[src/rtl/smi_tmr_pkg.sv]
package smi_tmr_pkg;

  localparam int unsigned DATA_W  = 32;
  localparam int unsigned ADDR_W  = 2;
  localparam int unsigned N_TMR   = 2;

  // timer index 0: software timer, index 1: periodic timer
  localparam int unsigned SW_BIT  = 6;
  localparam int unsigned PER_BIT = 14;

  localparam int unsigned SW_SEL_LSB  = 6;
  localparam int unsigned PER_SEL_LSB = 0;

  localparam logic [ADDR_W-1:0] A_EN     = 2'd0;
  localparam logic [ADDR_W-1:0] A_STS    = 2'd1;
  localparam logic [ADDR_W-1:0] A_SWCFG  = 2'd2;
  localparam logic [ADDR_W-1:0] A_PERCFG = 2'd3;

  // software timer period in ticks: 1.5 ms for select 0, else 8*2^sel ms
  function automatic logic [31:0] sw_ticks(input logic [1:0] sel,
                                           input int unsigned tpm);
    if (sel == 2'd0) return 32'((3 * tpm) / 2);
    return 32'((32'd8 << sel) * tpm);
  endfunction

  // periodic timer period in ticks: 8*2^(3-sel) seconds
  function automatic logic [31:0] per_ticks(input logic [1:0] sel,
                                            input int unsigned tpm,
                                            input int unsigned mps);
    return 32'((32'd8 << (2'd3 - sel)) * mps * tpm);
  endfunction

endpackage

[src/rtl/smi_tick_gen.sv]
module smi_tick_gen #(
  parameter int unsigned CYC_PER_TICK = 250
) (
  input  logic clk,
  input  logic rst_n,
  output logic tick
);
  localparam int unsigned CW = (CYC_PER_TICK > 1) ? $clog2(CYC_PER_TICK) : 1;
  localparam logic [CW-1:0] LAST = CW'(CYC_PER_TICK - 1);

  logic [CW-1:0] cnt;

  always_ff @(posedge clk) begin
    if (!rst_n) begin
      cnt  <= '0;
      tick <= 1'b0;
    end else if (cnt == LAST) begin
      cnt  <= '0;
      tick <= 1'b1;
    end else begin
      cnt  <= cnt + 1'b1;
      tick <= 1'b0;
    end
  end
endmodule

[src/rtl/smi_countdown.sv]
module smi_countdown #(
  parameter int unsigned CNT_W = 32
) (
  input  logic             clk,
  input  logic             rst_n,
  input  logic             tick,
  input  logic             en,
  input  logic             restart,
  input  logic [CNT_W-1:0] period,
  output logic             expire
);
  logic [CNT_W-1:0] remain;
  logic             last_tick;

  assign last_tick = (remain <= CNT_W'(1));
  // a restarting write on the same edge wins over an expiry
  assign expire    = en & tick & ~restart & last_tick;

  always_ff @(posedge clk) begin
    if (!rst_n)            remain <= '0;
    else if (restart)      remain <= period;
    else if (en && tick)   remain <= last_tick ? period : remain - 1'b1;
  end
endmodule

[src/rtl/smi_regs.sv]
module smi_regs
  import smi_tmr_pkg::*;
(
  input  logic              clk,
  input  logic              rst_n,
  input  logic [ADDR_W-1:0] addr,
  input  logic              wr_en,
  input  logic [DATA_W-1:0] wr_data,
  input  logic [N_TMR-1:0]  expire,
  output logic [N_TMR-1:0]  en_q,
  output logic [N_TMR-1:0]  sts_q,
  output logic [1:0]        sw_sel_nxt,
  output logic [1:0]        per_sel_nxt,
  output logic              restart,
  output logic [DATA_W-1:0] rd_data
);
  logic [1:0]       sw_sel_q, per_sel_q;
  logic             hit_en, hit_sts, hit_sw, hit_per;
  logic [N_TMR-1:0] en_nxt, sts_nxt, wr_pair;
  logic             unused_wr;

  assign unused_wr = ^wr_data;
  assign wr_pair   = {wr_data[PER_BIT], wr_data[SW_BIT]};

  always_comb begin
    hit_en      = wr_en && (addr == A_EN);
    hit_sts     = wr_en && (addr == A_STS);
    hit_sw      = wr_en && (addr == A_SWCFG);
    hit_per     = wr_en && (addr == A_PERCFG);
    restart     = hit_en | hit_sw | hit_per;
    en_nxt      = hit_en  ? wr_pair : en_q;
    sw_sel_nxt  = hit_sw  ? wr_data[SW_SEL_LSB +: 2]  : sw_sel_q;
    per_sel_nxt = hit_per ? wr_data[PER_SEL_LSB +: 2] : per_sel_q;
    // expiry flags are merged after the software value
    sts_nxt     = (hit_sts ? wr_pair : sts_q) | expire;
  end

  always_ff @(posedge clk) begin
    if (!rst_n) begin
      en_q      <= '0;
      sts_q     <= '0;
      sw_sel_q  <= '0;
      per_sel_q <= '0;
    end else begin
      en_q      <= en_nxt;
      sts_q     <= sts_nxt;
      sw_sel_q  <= sw_sel_nxt;
      per_sel_q <= per_sel_nxt;
    end
  end

  always_comb begin
    rd_data = '0;
    unique case (addr)
      A_EN:    begin rd_data[SW_BIT] = en_q[0];  rd_data[PER_BIT] = en_q[1];  end
      A_STS:   begin rd_data[SW_BIT] = sts_q[0]; rd_data[PER_BIT] = sts_q[1]; end
      A_SWCFG: rd_data[SW_SEL_LSB +: 2]  = sw_sel_q;
      default: rd_data[PER_SEL_LSB +: 2] = per_sel_q;
    endcase
  end
endmodule

[src/rtl/smi_timer_unit.sv]
module smi_timer_unit
  import smi_tmr_pkg::*;
#(
  parameter int unsigned CYC_PER_TICK = 250,
  parameter int unsigned TICKS_PER_MS = 1000,
  parameter int unsigned MS_PER_SEC   = 1000,
  parameter int unsigned CNT_W        = 32
) (
  input  logic              clk,
  input  logic              rst_n,
  input  logic [1:0]        addr,
  input  logic              wr_en,
  input  logic [31:0]       wr_data,
  output logic [31:0]       rd_data,
  output logic              smi_o
);
  logic             tick;
  logic [N_TMR-1:0] tmr_expire;
  logic [N_TMR-1:0] en_q, sts_q;
  logic [1:0]       sw_sel_nxt, per_sel_nxt;
  logic             restart;
  logic [CNT_W-1:0] period [N_TMR];

  smi_tick_gen #(.CYC_PER_TICK(CYC_PER_TICK)) u_tick (
    .clk(clk), .rst_n(rst_n), .tick(tick)
  );

  smi_regs u_regs (
    .clk(clk), .rst_n(rst_n), .addr(addr), .wr_en(wr_en), .wr_data(wr_data),
    .expire(tmr_expire), .en_q(en_q), .sts_q(sts_q),
    .sw_sel_nxt(sw_sel_nxt), .per_sel_nxt(per_sel_nxt),
    .restart(restart), .rd_data(rd_data)
  );

  assign period[0] = CNT_W'(sw_ticks(sw_sel_nxt, TICKS_PER_MS));
  assign period[1] = CNT_W'(per_ticks(per_sel_nxt, TICKS_PER_MS, MS_PER_SEC));

  for (genvar g = 0; g < N_TMR; g++) begin : g_tmr
    smi_countdown #(.CNT_W(CNT_W)) u_cd (
      .clk(clk), .rst_n(rst_n), .tick(tick), .en(en_q[g]),
      .restart(restart), .period(period[g]), .expire(tmr_expire[g])
    );
  end

  always_ff @(posedge clk) begin
    if (!rst_n) smi_o <= 1'b0;
    else        smi_o <= |tmr_expire;
  end
endmodule

[config.mk]
export PLATFORM = sky130hd
export DESIGN_NAME = smi_timer_unit
export DESIGN_NICKNAME = d
export VERILOG_FILES = /design/src/rtl/smi_tmr_pkg.sv /design/src/rtl/smi_tick_gen.sv /design/src/rtl/smi_countdown.sv /design/src/rtl/smi_regs.sv /design/src/rtl/smi_timer_unit.sv
export SDC_FILE = /design/constraint.sdc
export NUM_CORES = 1
export LEC_CHECK = 0
export ABC_AREA = 1
export BUFFER_PORTS_ARGS = -buffer_cell sky130_fd_sc_hd__buf_2
export CAP_MARGIN = 20
export CORE_MARGIN = 2
export CORE_UTILIZATION = 35
export DETAILED_ROUTE_END_ITERATION = 7
export PLACE_DENSITY = 0.51
export SYNTH_ARGS = -nofsm -noshare
export SYNTH_HDL_FRONTEND = slang
export SYNTH_SLANG_ARGS = --single-unit
export TNS_END_PERCENT = 30
[constraint.sdc]
create_clock -name clk -period 4.5 [get_ports clk]
set_input_delay 0 -clock clk [delete_from_list [all_inputs] [get_ports clk]]
set_output_delay 0 -clock clk [all_outputs]
set_load 0.01 [all_outputs]
==> metrics.cfg <==
[global_route]
grt_first_pass_wirelength_um=29900
grt_pass1_vias=6128
antenna_found_initial=0
grtUsageTotal_pct=18.4
overflow=0
grt_max_degree=42

[synth]
ys_ff_latch=82
synth_most_common_cell=nand2_1
netlist_top_cells_count=nand2_1, nor2_1, inv_1, dfxtp_1, nand3_1
synth_cell_types=44
synth_flop_cell=dfxtp_1
synth-seq-area-share_pct=24.6
synth_compound_gate_area_share_pct=11.1
synth.top_cell.area_share_pct=24.6
yosysWarnings=0
synthMuxAreaShare_pct=0
synth.top_cells.by_area=dfxtp_1, nand2_1, nor2_1
synth-xor-area-share_pct=5.78
async_flop_share_pct=0
syn_area_per_cell_um2=6.26
yosys.area.top_type=dfxtp_1
synth_top_family_by_area=simple AND/OR/NAND/NOR gates
synth_edf_count=0
netlist_instances=1065
synth_fa_ha_area_share_pct=9.12
synth_simple_gate_area_share_pct=37.7
netlist_area_mm2=0.00667

[flow_run]
max_cap_violations=0

[routing]
drtPass1Iterations=5
drcViolationCount=0
vias=6550
wl_um=17900
wl_per_cell_um=13.2
drt_iter0_drc=319
vias_per_cell=4.83
final_antenna_net_count=0

[sta]
rsz0062_at_grt=yes
relSlewSlack_pct=54.7
fin_crit_sh_pct=98.4
fmax_ghz=0.226
worst_pin_slew_ps=679
fin_crit_ps=4430
fin_skew_ps=9.55
hold_viol_final=0
maxSlewViolCount=0
setup_viol=0
setup_slack_ps=71.7

[die]
core_mm2=0.0187
dieArea_mm2=0.0202
rows=50
fp.dieW_um=142
fp.dieH_um=142
initial_core_util_pct=35.6
io_pins=70

[run_status]
status=completed

[worst_setup_path]
slowest_delay_ps=320
slowest_stage=dfxtp_2
ff2ff_setup_slack_ps=70
crit_top_cell=ha_4
cp-startpoint=u_regs.per_sel_q[0]
reg2reg_from=u_regs.per_sel_q[0]
r2r_end=g_tmr[1].u_cd.remain[29]
crit_end=g_tmr[1].u_cd.remain[29]
reg2reg_depth=34
cp.arrival_ps=4720
start_kind=register
required_ps=4790
crit_type=reg2reg
cp_max_fo=4
crit_path_end_kind=register

[clock_tree]
numCtsBuffers=9
clkTransAtPathRegs_ps=60
clock_path_buffers=2
htreeDepth=3
clk_latency_ps=360
clockRootBuffer=clkbuf_16
cts_sinks=82
cts_tree=done

[power]
vdd_ir_drop_max_mv=0.214
cellLeakagePower_nw=3.83
powerDensity_mw_per_mm2=309

[worst_hold_path]
hold_class=in2reg

[placement]
pre_cts_ws_ps=-159
dp_hpwl_um=13800
port_buffers=15
dpl-instance-area_mm2=0.00717
place.gp.congestion=0.885

[cells_and_area]
fin_area_mm2=0.00781
antennaDiodeCount=0
syn2layout_area_growth_pct=17.1
fin_util_pct=41.7
nNetsFinal=1203
final_layout_size_suffix_gt1_share_pct=14.9

-- cells in the final DEF (no fill, tap or decap), drive strengths merged, types with 9 or more instances in the layout --
| master | n |
|---|---|
| a21oi | 51 |
| a31oi | 12 |
| buf | 62 |
| clkbuf | 10 |
| conb | 29 |
| dfxtp | 82 |
| ha | 47 |
| inv | 120 |
| nand2 | 289 |
| nand3 | 69 |
| nand4 | 22 |
| nor2 | 187 |
| nor3 | 9 |
| o21ai | 45 |
| xnor2 | 11 |
| xor2 | 33 |
-- state kept, by name, indices dropped and copies added (netlist names) --
signal             count
u_regs.per_sel_q       2
u_regs.sw_sel_q        2
u_tick.cnt             8
u_tick.tick            1
u_regs.sts_q           2
smi_o                  1
g_tmr.u_cd.remain     64
u_regs.en_q            2
-- timing repair --
item	CTS	global route
hold endpoints to repair	3	0
setup endpoints to repair	5	5
buffers inserted	1	6
hold buffers	2	0
pin swaps	7	36
gates resized for setup	13	48
-- how the worst min path moves through the flow --
stage / start / slack [ps] / cells after the start / end
after detailed placement: wr_data[14] / 310 / 3 / u_regs.en_q[1]
after floorplan: wr_data[6] / 160 / 2 / u_regs.en_q[0]
final: wr_data[0] / 80 / 4 / u_regs.per_sel_q[0]
after global placement: wr_data[14] / 320 / 3 / u_regs.en_q[1]
after CTS: wr_data[0] / 60 / 4 / u_regs.per_sel_q[0]
after global routing: wr_data[0] / 100 / 4 / u_regs.per_sel_q[0]
-- power by group --
group | leakage (nW) | total [W] | switching [W] | internal, W
clock | 0.133 | 0.000715 | 0.000335 | 0.000380
combinational | 3.03 | 0.000891 | 0.000538 | 0.000353
sequential | 0.668 | 0.000804 | 0.0000426 | 0.000762
-- cell type report --
type                    instances  area (um^2)
clock inverters                 6         51.3
fillers                      2057        10900
well taps                     234          293
repair buffers                 64          455
multi-input cells             840         4680
clock buffers                  10          229
flip-flops and latches         82         1640
inverters                     121          459
-- metrics by stage --
step / total power [W] / hold WS, ps / cells / TNS (ps)
global placement: 0.00164 / 320 / 1332 / -176
detailed placement: 0.00164 / 312 / 1332 / -356
floorplan: 0.00143 / 163 / 1092 / 0
CTS: 0.00240 / 61.2 / 1351 / 0
global route: 0.00260 / 97.4 / 1357 / -546
finish: 0.00241 / 75.4 / 1357 / 0
-- critical path, delay by kind of cell (launching register included) --
kind                     cells  cell delay (ps)
XOR/XNOR                     1              210
buffers and inverters        8              370
AND/OR/NAND/NOR             11              910
adder cells (fa/ha/maj)      9             1890
flip-flops                   1              320
AO/OA/AOI/OAI                5              650
-- kinds of logic (layout without fill, tap and decap cells) --
group / Yosys count / count (layout)
simple gates: 590 / 590
flops: 82 / 82
other cells: 2 / 29
xor+xnor: 44 / 44
buf+inv: 170 / 201
fa+ha+maj: 48 / 48
compound gates: 129 / 129
-- routing by layer --
layer,vias up,track usage [%],part of all wire [%]
li1,3472,-,-
met1,2947,24.3,49
met2,107,30.6,46
met3,24,3.26,3.1
met4,0,5.53,2.0
met5,-,0,0
Note: power is estimated with default switching activity, not from simulation.
